<file path="src/rtl/uart_regdec_pkg.sv">
package uart_regdec_pkg;
  localparam int NCH = 2;

  typedef enum logic [3:0] {
    WS_NONE  = 4'd0,
    WS_THR   = 4'd1,
    WS_IER   = 4'd2,
    WS_FCR   = 4'd3,
    WS_MCR   = 4'd4,
    WS_EMSR  = 4'd5,
    WS_TRG   = 4'd6,
    WS_XON1  = 4'd7,
    WS_XON2  = 4'd8,
    WS_XOFF1 = 4'd9,
    WS_XOFF2 = 4'd10
  } wsel_e;

  typedef enum logic [1:0] {
    BK_NORM,
    BK_DIV,
    BK_ENH
  } bank_e;
endpackage

</file>
<file path="src/rtl/uart_regdec_front.sv">
module uart_regdec_front (
  input  logic clk,
  input  logic rst,
  input  logic cs_n,
  input  logic ch_sel,
  input  logic rd_n,
  input  logic wr_n,
  output logic wr_fire,
  output logic rd_fire,
  output logic rd_act,
  output logic sel_idx
);
  logic wr_n_q, rd_n_q;

  always_ff @(posedge clk) begin
    if (rst) begin
      wr_n_q <= 1'b1;
      rd_n_q <= 1'b1;
    end else begin
      wr_n_q <= wr_n;
      rd_n_q <= rd_n;
    end
  end

  // channel A sits at index 0
  assign sel_idx = ~ch_sel;
  assign wr_fire = !cs_n && !wr_n_q && wr_n;
  assign rd_fire = !cs_n && rd_n_q && !rd_n;
  assign rd_act  = !cs_n && !rd_n;
endmodule

</file>
<file path="src/rtl/uart_regdec_chan.sv">
module uart_regdec_chan
  import uart_regdec_pkg::*;
#(
  parameter int             DW       = 8,
  parameter int             AW       = 3,
  parameter logic [DW-1:0]  ENH_KEY  = 8'hBF,
  parameter logic [DW-1:0]  REV_CODE = 8'h01,
  parameter logic [DW-1:0]  DEV_ID   = 8'h0A,
  parameter logic [DW-1:0]  SPR_RST  = 8'hFF
) (
  input  logic               clk,
  input  logic               rst,
  input  logic               wr_en,
  input  logic               rd_fire,
  input  logic [AW-1:0]      addr,
  input  logic [DW-1:0]      wdata,
  input  logic [DW-1:0]      in_rhr,
  input  logic [DW-1:0]      in_ier,
  input  logic [DW-1:0]      in_isr,
  input  logic [DW-1:0]      in_mcr,
  input  logic [DW-1:0]      in_lsr,
  input  logic [DW-1:0]      in_msr,
  input  logic [DW-1:0]      in_flvl,
  input  logic [DW-1:0]      in_fc,
  input  logic [3:0][DW-1:0] in_xchar,
  output logic [DW-1:0]      rd_val,
  output logic               wr_stb,
  output logic [3:0]         wr_sel,
  output logic [DW-1:0]      wr_data,
  output logic               rd_rhr,
  output logic               rd_msr,
  output logic               cw_bit,
  output logic               ext_en
);
  localparam int            EXT_BIT  = 4;
  localparam int            LVL_BIT  = 6;
  localparam logic [DW-1:0] IER_KEEP = DW'(8'h0F);
  localparam logic [DW-1:0] ISR_KEEP = DW'(8'hCF);
  localparam logic [DW-1:0] FCR_KEEP = DW'(8'hCF);
  localparam logic [DW-1:0] MCR_KEEP = DW'(8'h1F);
  localparam logic [DW-1:0] ALL_ONES = '1;

  logic [DW-1:0] lcr_q, dll_q, dlm_q, afr_q, fctr_q, efr_q, spr_q;
  bank_e         bank;
  logic          div_zero;
  wsel_e         nsel;
  logic [DW-1:0] ndata;
  logic          ld_lcr, ld_dll, ld_dlm, ld_afr, ld_fctr, ld_efr, ld_spr;
  int            ai;

  assign ai       = int'(addr);
  assign ext_en   = efr_q[EXT_BIT];
  assign cw_bit   = afr_q[0];
  assign div_zero = (dll_q == '0) && (dlm_q == '0);

  always_comb begin
    if (lcr_q == ENH_KEY)    bank = BK_ENH;
    else if (lcr_q[DW-1])    bank = BK_DIV;
    else                     bank = BK_NORM;
  end

  // read selection
  always_comb begin
    rd_val = '0;
    case (ai)
      0: rd_val = (bank == BK_ENH) ? in_fc :
                  (bank == BK_DIV) ? (div_zero ? REV_CODE : dll_q) : in_rhr;
      1: rd_val = (bank == BK_ENH) ? fctr_q :
                  (bank == BK_DIV) ? (div_zero ? DEV_ID : dlm_q) :
                  (in_ier & (ext_en ? ALL_ONES : IER_KEEP));
      2: rd_val = (bank == BK_ENH) ? efr_q :
                  (bank == BK_DIV) ? afr_q :
                  (in_isr & (ext_en ? ALL_ONES : ISR_KEEP));
      3: rd_val = lcr_q;
      4: rd_val = (bank == BK_ENH) ? in_xchar[0] :
                  (in_mcr & (ext_en ? ALL_ONES : MCR_KEEP));
      5: rd_val = (bank == BK_ENH) ? in_xchar[1] : in_lsr;
      6: rd_val = (bank == BK_ENH) ? in_xchar[2] : in_msr;
      7: rd_val = (bank == BK_ENH) ? in_xchar[3] :
                  (fctr_q[LVL_BIT] ? in_flvl : spr_q);
      default: rd_val = '0;
    endcase
  end

  // write selection
  always_comb begin
    nsel    = WS_NONE;
    ndata   = wdata;
    ld_lcr  = 1'b0;
    ld_dll  = 1'b0;
    ld_dlm  = 1'b0;
    ld_afr  = 1'b0;
    ld_fctr = 1'b0;
    ld_efr  = 1'b0;
    ld_spr  = 1'b0;
    case (ai)
      0: begin
        if (bank == BK_ENH)      nsel = WS_TRG;
        else if (bank == BK_DIV) ld_dll = 1'b1;
        else                     nsel = WS_THR;
      end
      1: begin
        if (bank == BK_ENH)      ld_fctr = 1'b1;
        else if (bank == BK_DIV) ld_dlm = 1'b1;
        else begin
          nsel  = WS_IER;
          ndata = wdata & (ext_en ? ALL_ONES : IER_KEEP);
        end
      end
      2: begin
        if (bank == BK_ENH)      ld_efr = 1'b1;
        else if (bank == BK_DIV) ld_afr = 1'b1;
        else begin
          nsel  = WS_FCR;
          ndata = wdata & (ext_en ? ALL_ONES : FCR_KEEP);
        end
      end
      3: ld_lcr = 1'b1;
      4: begin
        if (bank == BK_ENH) nsel = WS_XON1;
        else begin
          nsel  = WS_MCR;
          ndata = wdata & (ext_en ? ALL_ONES : MCR_KEEP);
        end
      end
      5: if (bank == BK_ENH) nsel = WS_XON2;
      6: if (bank == BK_ENH) nsel = WS_XOFF1;
      7: begin
        if (bank == BK_ENH)        nsel = WS_XOFF2;
        else if (fctr_q[LVL_BIT])  nsel = WS_EMSR;
        else                       ld_spr = 1'b1;
      end
      default: nsel = WS_NONE;
    endcase
  end

  always_ff @(posedge clk) begin
    if (rst) begin
      lcr_q   <= '0;
      dll_q   <= '0;
      dlm_q   <= '0;
      afr_q   <= '0;
      fctr_q  <= '0;
      efr_q   <= '0;
      spr_q   <= SPR_RST;
      wr_stb  <= 1'b0;
      wr_sel  <= '0;
      wr_data <= '0;
      rd_rhr  <= 1'b0;
      rd_msr  <= 1'b0;
    end else begin
      wr_stb <= 1'b0;
      rd_rhr <= rd_fire && (ai == 0) && (bank == BK_NORM);
      rd_msr <= rd_fire && (ai == 6) && (bank != BK_ENH);
      if (wr_en) begin
        if (ld_lcr)  lcr_q  <= wdata;
        if (ld_dll)  dll_q  <= wdata;
        if (ld_dlm)  dlm_q  <= wdata;
        if (ld_afr)  afr_q  <= wdata;
        if (ld_fctr) fctr_q <= wdata;
        if (ld_efr)  efr_q  <= wdata;
        if (ld_spr)  spr_q  <= wdata;
        if (nsel != WS_NONE) begin
          wr_stb  <= 1'b1;
          wr_sel  <= nsel;
          wr_data <= ndata;
        end
      end
    end
  end
endmodule

</file>
<file path="src/rtl/uart_regdec.sv">
module uart_regdec
  import uart_regdec_pkg::*;
#(
  parameter int            DW       = 8,
  parameter int            AW       = 3,
  parameter logic [DW-1:0] ENH_KEY  = 8'hBF,
  parameter logic [DW-1:0] REV_CODE = 8'h01,
  parameter logic [DW-1:0] DEV_ID   = 8'h0A,
  parameter logic [DW-1:0] SPR_RST  = 8'hFF
) (
  input  logic                      clk,
  input  logic                      rst,
  input  logic                      cs_n,
  input  logic                      ch_sel,
  input  logic [AW-1:0]             addr,
  input  logic                      rd_n,
  input  logic                      wr_n,
  input  logic [DW-1:0]             wdata,
  output logic [DW-1:0]             rdata,
  input  logic [NCH-1:0][DW-1:0]    core_rhr,
  input  logic [NCH-1:0][DW-1:0]    core_ier,
  input  logic [NCH-1:0][DW-1:0]    core_isr,
  input  logic [NCH-1:0][DW-1:0]    core_mcr,
  input  logic [NCH-1:0][DW-1:0]    core_lsr,
  input  logic [NCH-1:0][DW-1:0]    core_msr,
  input  logic [NCH-1:0][DW-1:0]    core_flvl,
  input  logic [NCH-1:0][DW-1:0]    core_fc,
  input  logic [NCH-1:0][3:0][DW-1:0] core_xchar,
  output logic [NCH-1:0]            core_wr_stb,
  output logic [NCH-1:0][3:0]       core_wr_sel,
  output logic [NCH-1:0][DW-1:0]    core_wr_data,
  output logic [NCH-1:0]            core_rd_rhr,
  output logic [NCH-1:0]            core_rd_msr
);
  logic                   wr_fire, rd_fire, rd_act, sel_idx;
  logic [NCH-1:0]         cw_bits, ext_bits, wr_en;
  logic [NCH-1:0][DW-1:0] rd_vals;

  uart_regdec_front u_front (
    .clk     (clk),
    .rst     (rst),
    .cs_n    (cs_n),
    .ch_sel  (ch_sel),
    .rd_n    (rd_n),
    .wr_n    (wr_n),
    .wr_fire (wr_fire),
    .rd_fire (rd_fire),
    .rd_act  (rd_act),
    .sel_idx (sel_idx)
  );

  for (genvar g = 0; g < NCH; g++) begin : g_ch
    logic own;
    assign own      = (int'(sel_idx) == g);
    assign wr_en[g] = wr_fire && (own || cw_bits[sel_idx]);

    uart_regdec_chan #(
      .DW       (DW),
      .AW       (AW),
      .ENH_KEY  (ENH_KEY),
      .REV_CODE (REV_CODE),
      .DEV_ID   (DEV_ID),
      .SPR_RST  (SPR_RST)
    ) u_chan (
      .clk      (clk),
      .rst      (rst),
      .wr_en    (wr_en[g]),
      .rd_fire  (rd_fire && own),
      .addr     (addr),
      .wdata    (wdata),
      .in_rhr   (core_rhr[g]),
      .in_ier   (core_ier[g]),
      .in_isr   (core_isr[g]),
      .in_mcr   (core_mcr[g]),
      .in_lsr   (core_lsr[g]),
      .in_msr   (core_msr[g]),
      .in_flvl  (core_flvl[g]),
      .in_fc    (core_fc[g]),
      .in_xchar (core_xchar[g]),
      .rd_val   (rd_vals[g]),
      .wr_stb   (core_wr_stb[g]),
      .wr_sel   (core_wr_sel[g]),
      .wr_data  (core_wr_data[g]),
      .rd_rhr   (core_rd_rhr[g]),
      .rd_msr   (core_rd_msr[g]),
      .cw_bit   (cw_bits[g]),
      .ext_en   (ext_bits[g])
    );
  end

  always_ff @(posedge clk) begin
    if (rst)         rdata <= '0;
    else if (rd_act) rdata <= rd_vals[sel_idx];
  end
endmodule

</file>
<file path="config.mk">
export PLATFORM = sky130hd
export DESIGN_NAME = uart_regdec
export DESIGN_NICKNAME = d
export VERILOG_FILES = /design/src/rtl/uart_regdec_pkg.sv /design/src/rtl/uart_regdec_front.sv /design/src/rtl/uart_regdec_chan.sv /design/src/rtl/uart_regdec.sv
export SDC_FILE = /design/constraint.sdc
export NUM_CORES = 1
export LEC_CHECK = 0
export CORE_UTILIZATION = 49
export DETAILED_ROUTE_END_ITERATION = 7
export PLACE_DENSITY = 0.85
export SYNTH_ARGS = -nofsm -noshare
export SYNTH_HDL_FRONTEND = slang
export SYNTH_SLANG_ARGS = --single-unit
</file>
<file path="constraint.sdc">
create_clock -name clk -period 2.5 [get_ports clk]
set_input_delay 0.25 -clock clk [delete_from_list [all_inputs] [get_ports clk]]
set_output_delay 0.25 -clock clk [all_outputs]
set_load 0.01 [all_outputs]
</file>
==> impl_metrics.py <==
metrics = {
    "outcome": {
        "status": "complete, no violations",
    },
    "route": {
        "wl_mm": 40.2,
        "dr_total_vias": 10279,
        "drtAntennaViolNets": 0,
        "vias_per_cell": 6.51,
        "route.detailed.drc": 0,
        "drtIter0Drc": 1462,
        "drtPass1Iterations": 6,
        "wl_per_cell_microns": 25.5,
    },
    "global_routing": {
        "grt_max_degree": 143,
        "grt_use_total_pct": 43.0,
        "grt_pass1_vias": 9963,
        "grt_pass1_wl_mm": 58.9,
        "grt_antenna_before_repair": 2,
        "gr-total-overflow": 0,
    },
    "final_layout": {
        "fillers": 1456,
        "insertedDiodeCount": 0,
        "final_cell_mix": "clkdlybuf4s50_1, dfxtp_1, mux2i_1, nor2_1, buf_4",
        "fin_nets": 1547,
        "final_layout_size_suffix_gt1_share_pct": 14.0,
        "area_growth_pct": 40.9,
        "mostFrequentLayoutCell": "clkdlybuf4s50_1",
        "fin_util_pct": 70.6,
        "final_cells": 1580,
    },
    "power_and_ir_drop": {
        "p_per_area_nw_per_um2": 488,
        "power_mw": 6.19,
        "peakVddDrop_v": 0.000539,
        "leakage_nw": 4.70,
    },
    "synthesis": {
        "ys.flop_type": "dfxtp_1",
        "synth_nets": 1279,
        "synth_edf_count": 0,
        "syn_inst": 1070,
        "ys_seq_area_share_pct": 33.8,
        "yosys_register_bits": 152,
        "syn_avg_cell_area_sq_um": 8.41,
        "yosysWarnings": 0,
        "synth_area_sq_um": 9000,
        "yosysUniqueCellTypes": 88,
        "async_flop_share_pct": 0,
    },
    "setup_path": {
        "critPathKind": "reg2reg",
        "worstPathRequired_ps": 2860,
        "r2r-start": "g_ch[1].u_chan.lcr_q[7]",
        "endpoint_kind": "register",
        "worstPathMaxFanout": 17,
        "worstPathArrival_ps": 2740,
        "start_kind": "register",
        "setup.worst_path.start": "g_ch[1].u_chan.lcr_q[7]",
    },
    "cts": {
        "cts_resized": 0,
        "numCtsBuffers": 17,
        "cts_tree": "yes",
        "clock_path_buffers": 2,
        "cts-root-buf": "clkbuf_16",
        "htreeDepth": 4,
        "post_cts_buffers": 0,
        "clock_sinks": 152,
        "clk_pin_slew_worst_paths_ps": 70,
        "clk_latency_ps": 430,
        "hold_buffers": 0,
    },
    "sta": {
        "period_minus_slack_ps": 2380,
        "fin_ws_ps": 119,
        "relSlewSlack_pct": 52.5,
        "setup_violations": 0,
        "min_period_over_period_pct": 95.2,
        "fmax_mhz": 420,
        "worstMarginPinSlew_ps": 709,
        "drv_slew": 0,
        "finalHoldViolCount": 0,
        "setup_tns_ps": 0,
        "rsz0062_at_grt": "false",
        "skew_ps": 9.78,
    },
    "placement": {
        "dp_slack_ps": 100,
        "place_hpwl_mm": 29.6,
        "gp_congestion": 1.01,
        "numPortBuffers": 246,
        "place_inst": 1548,
    },
    "floorplanning": {
        "die-height_microns": 138,
        "die_x_microns": 138,
        "pin_count": 247,
        "die-area_sq_um": 18900,
        "core_area_sq_um": 18000,
        "row_count": 49,
        "start_util_pct": 50.1,
    },
    "min_path": {
        "hold_path.class": "in2reg",
        "holdCritStartpoint": "rst",
    },
    "run": {
        "maxCapViolCount": 0,
    },
}
[Yosys cell counts, types with 5 or more instances]
library cell / number / share of area, %
nand2_1: 91 / 3.8
a211o_1: 19 / 1.8
o22ai_1: 14 / 0.97
nor4_1: 14 / 0.97
and3_1: 5 / 0.35
clkbuf_1: 45 / 1.9
a22oi_1: 14 / 1.2
inv_1: 6 / 0.25
a32oi_1: 7 / 0.68
nor2b_1: 27 / 1.9
buf_2: 29 / 1.6
nand3_1: 34 / 1.9
a221oi_1: 7 / 0.68
nor3_1: 10 / 0.56
buf_4: 15 / 1.3
o21ai_0: 38 / 2.1
mux2i_1: 137 / 15
o211ai_1: 16 / 1.3
buf_1: 5 / 0.21
nor3_4: 5 / 0.90
nor2_1: 121 / 5.0
mux2_2: 7 / 0.88
nand4_1: 8 / 0.56
a21oi_1: 90 / 5.0
nand2b_1: 14 / 0.97
a31oi_1: 8 / 0.56
dfxtp_1: 152 / 34
o21a_1: 5 / 0.42
buf_6: 7 / 0.88
a211oi_1: 15 / 1.3
[final timing paths]
kind                             end  depth (start not counted)  slack [ps]
max reg2reg                 rdata[5]                          7         120
min                   u_front.rd_n_q                          2         150
max                         rdata[5]                          7         120
min reg2reg  g_ch[0].u_chan.efr_q[6]                          2         450
[logic make-up after synthesis]
logic type	after synthesis	synth area share, %
compound gates	288	21.6
flops	152	33.8
buf+inv	108	6.24
mux	148	17.0
simple gates	374	21.3
[stage by stage]
stage	hold slack [ps]	cell area, sq um
after floorplan	357	9000
after global placement	438	12100
after detailed placement	444	12100
after CTS	139	12700
after global routing	154	12700
final	146	12700
[sequential cells by signal, indices dropped and copies added (netlist names)]
register,flops
g_ch.u_chan.wr_stb,2
u_front.rd_n_q,1
g_ch.u_chan.wr_sel,8
g_ch.u_chan.rd_msr,2
g_ch.u_chan.rd_rhr,2
g_ch.u_chan.lcr_q,16
g_ch.u_chan.fctr_q,16
rdata,8
g_ch.u_chan.spr_q,16
g_ch.u_chan.afr_q,16
u_front.wr_n_q,1
g_ch.u_chan.wr_data,16
g_ch.u_chan.dll_q,16
g_ch.u_chan.efr_q,16
g_ch.u_chan.dlm_q,16
[final cells by class]
| type | count | area [sq um] | share of cell area (%) |
|---|---|---|---|
| Inverter | 6 | 22.5 | 0.178 |
| Clock inverter | 14 | 185 | 1.46 |
| Tap cell | 229 | 287 | 2.26 |
| Multi-Input combinational cell | 810 | 5400 | 42.6 |
| Clock buffer | 18 | 439 | 3.46 |
| Sequential cell | 152 | 3040 | 24.0 |
| Timing Repair Buffer | 351 | 3310 | 26.1 |
[per-layer routing]
layer	part of all wire [%]	global-route usage, %	routed length (microns)	vias up
li1	-	-	-	4457
met5	0.067	0	27	-
met1	37	53.8	15000	4825
met4	6.3	26.2	2550	4
met2	44	65.9	17600	806
met3	13	11.3	5110	187
[where the power goes]
part	switching [mW]	total [mW]	leakage, nW	internal, mW
clock	1.16	2.78	0.302	1.63
combinational	0.468	0.965	3.17	0.497
sequential	0.0142	2.45	1.23	2.43
[worst max-delay path: stages (launching register included)]
cell and delay (ps):
dfxtp_1 430, nand4b_1 220, nor2_2 410, buf_4 330, a22oi_1 130, a21oi_1 420, o41ai_1 200, a21oi_1 150
(Power assumes the default switching activity.)
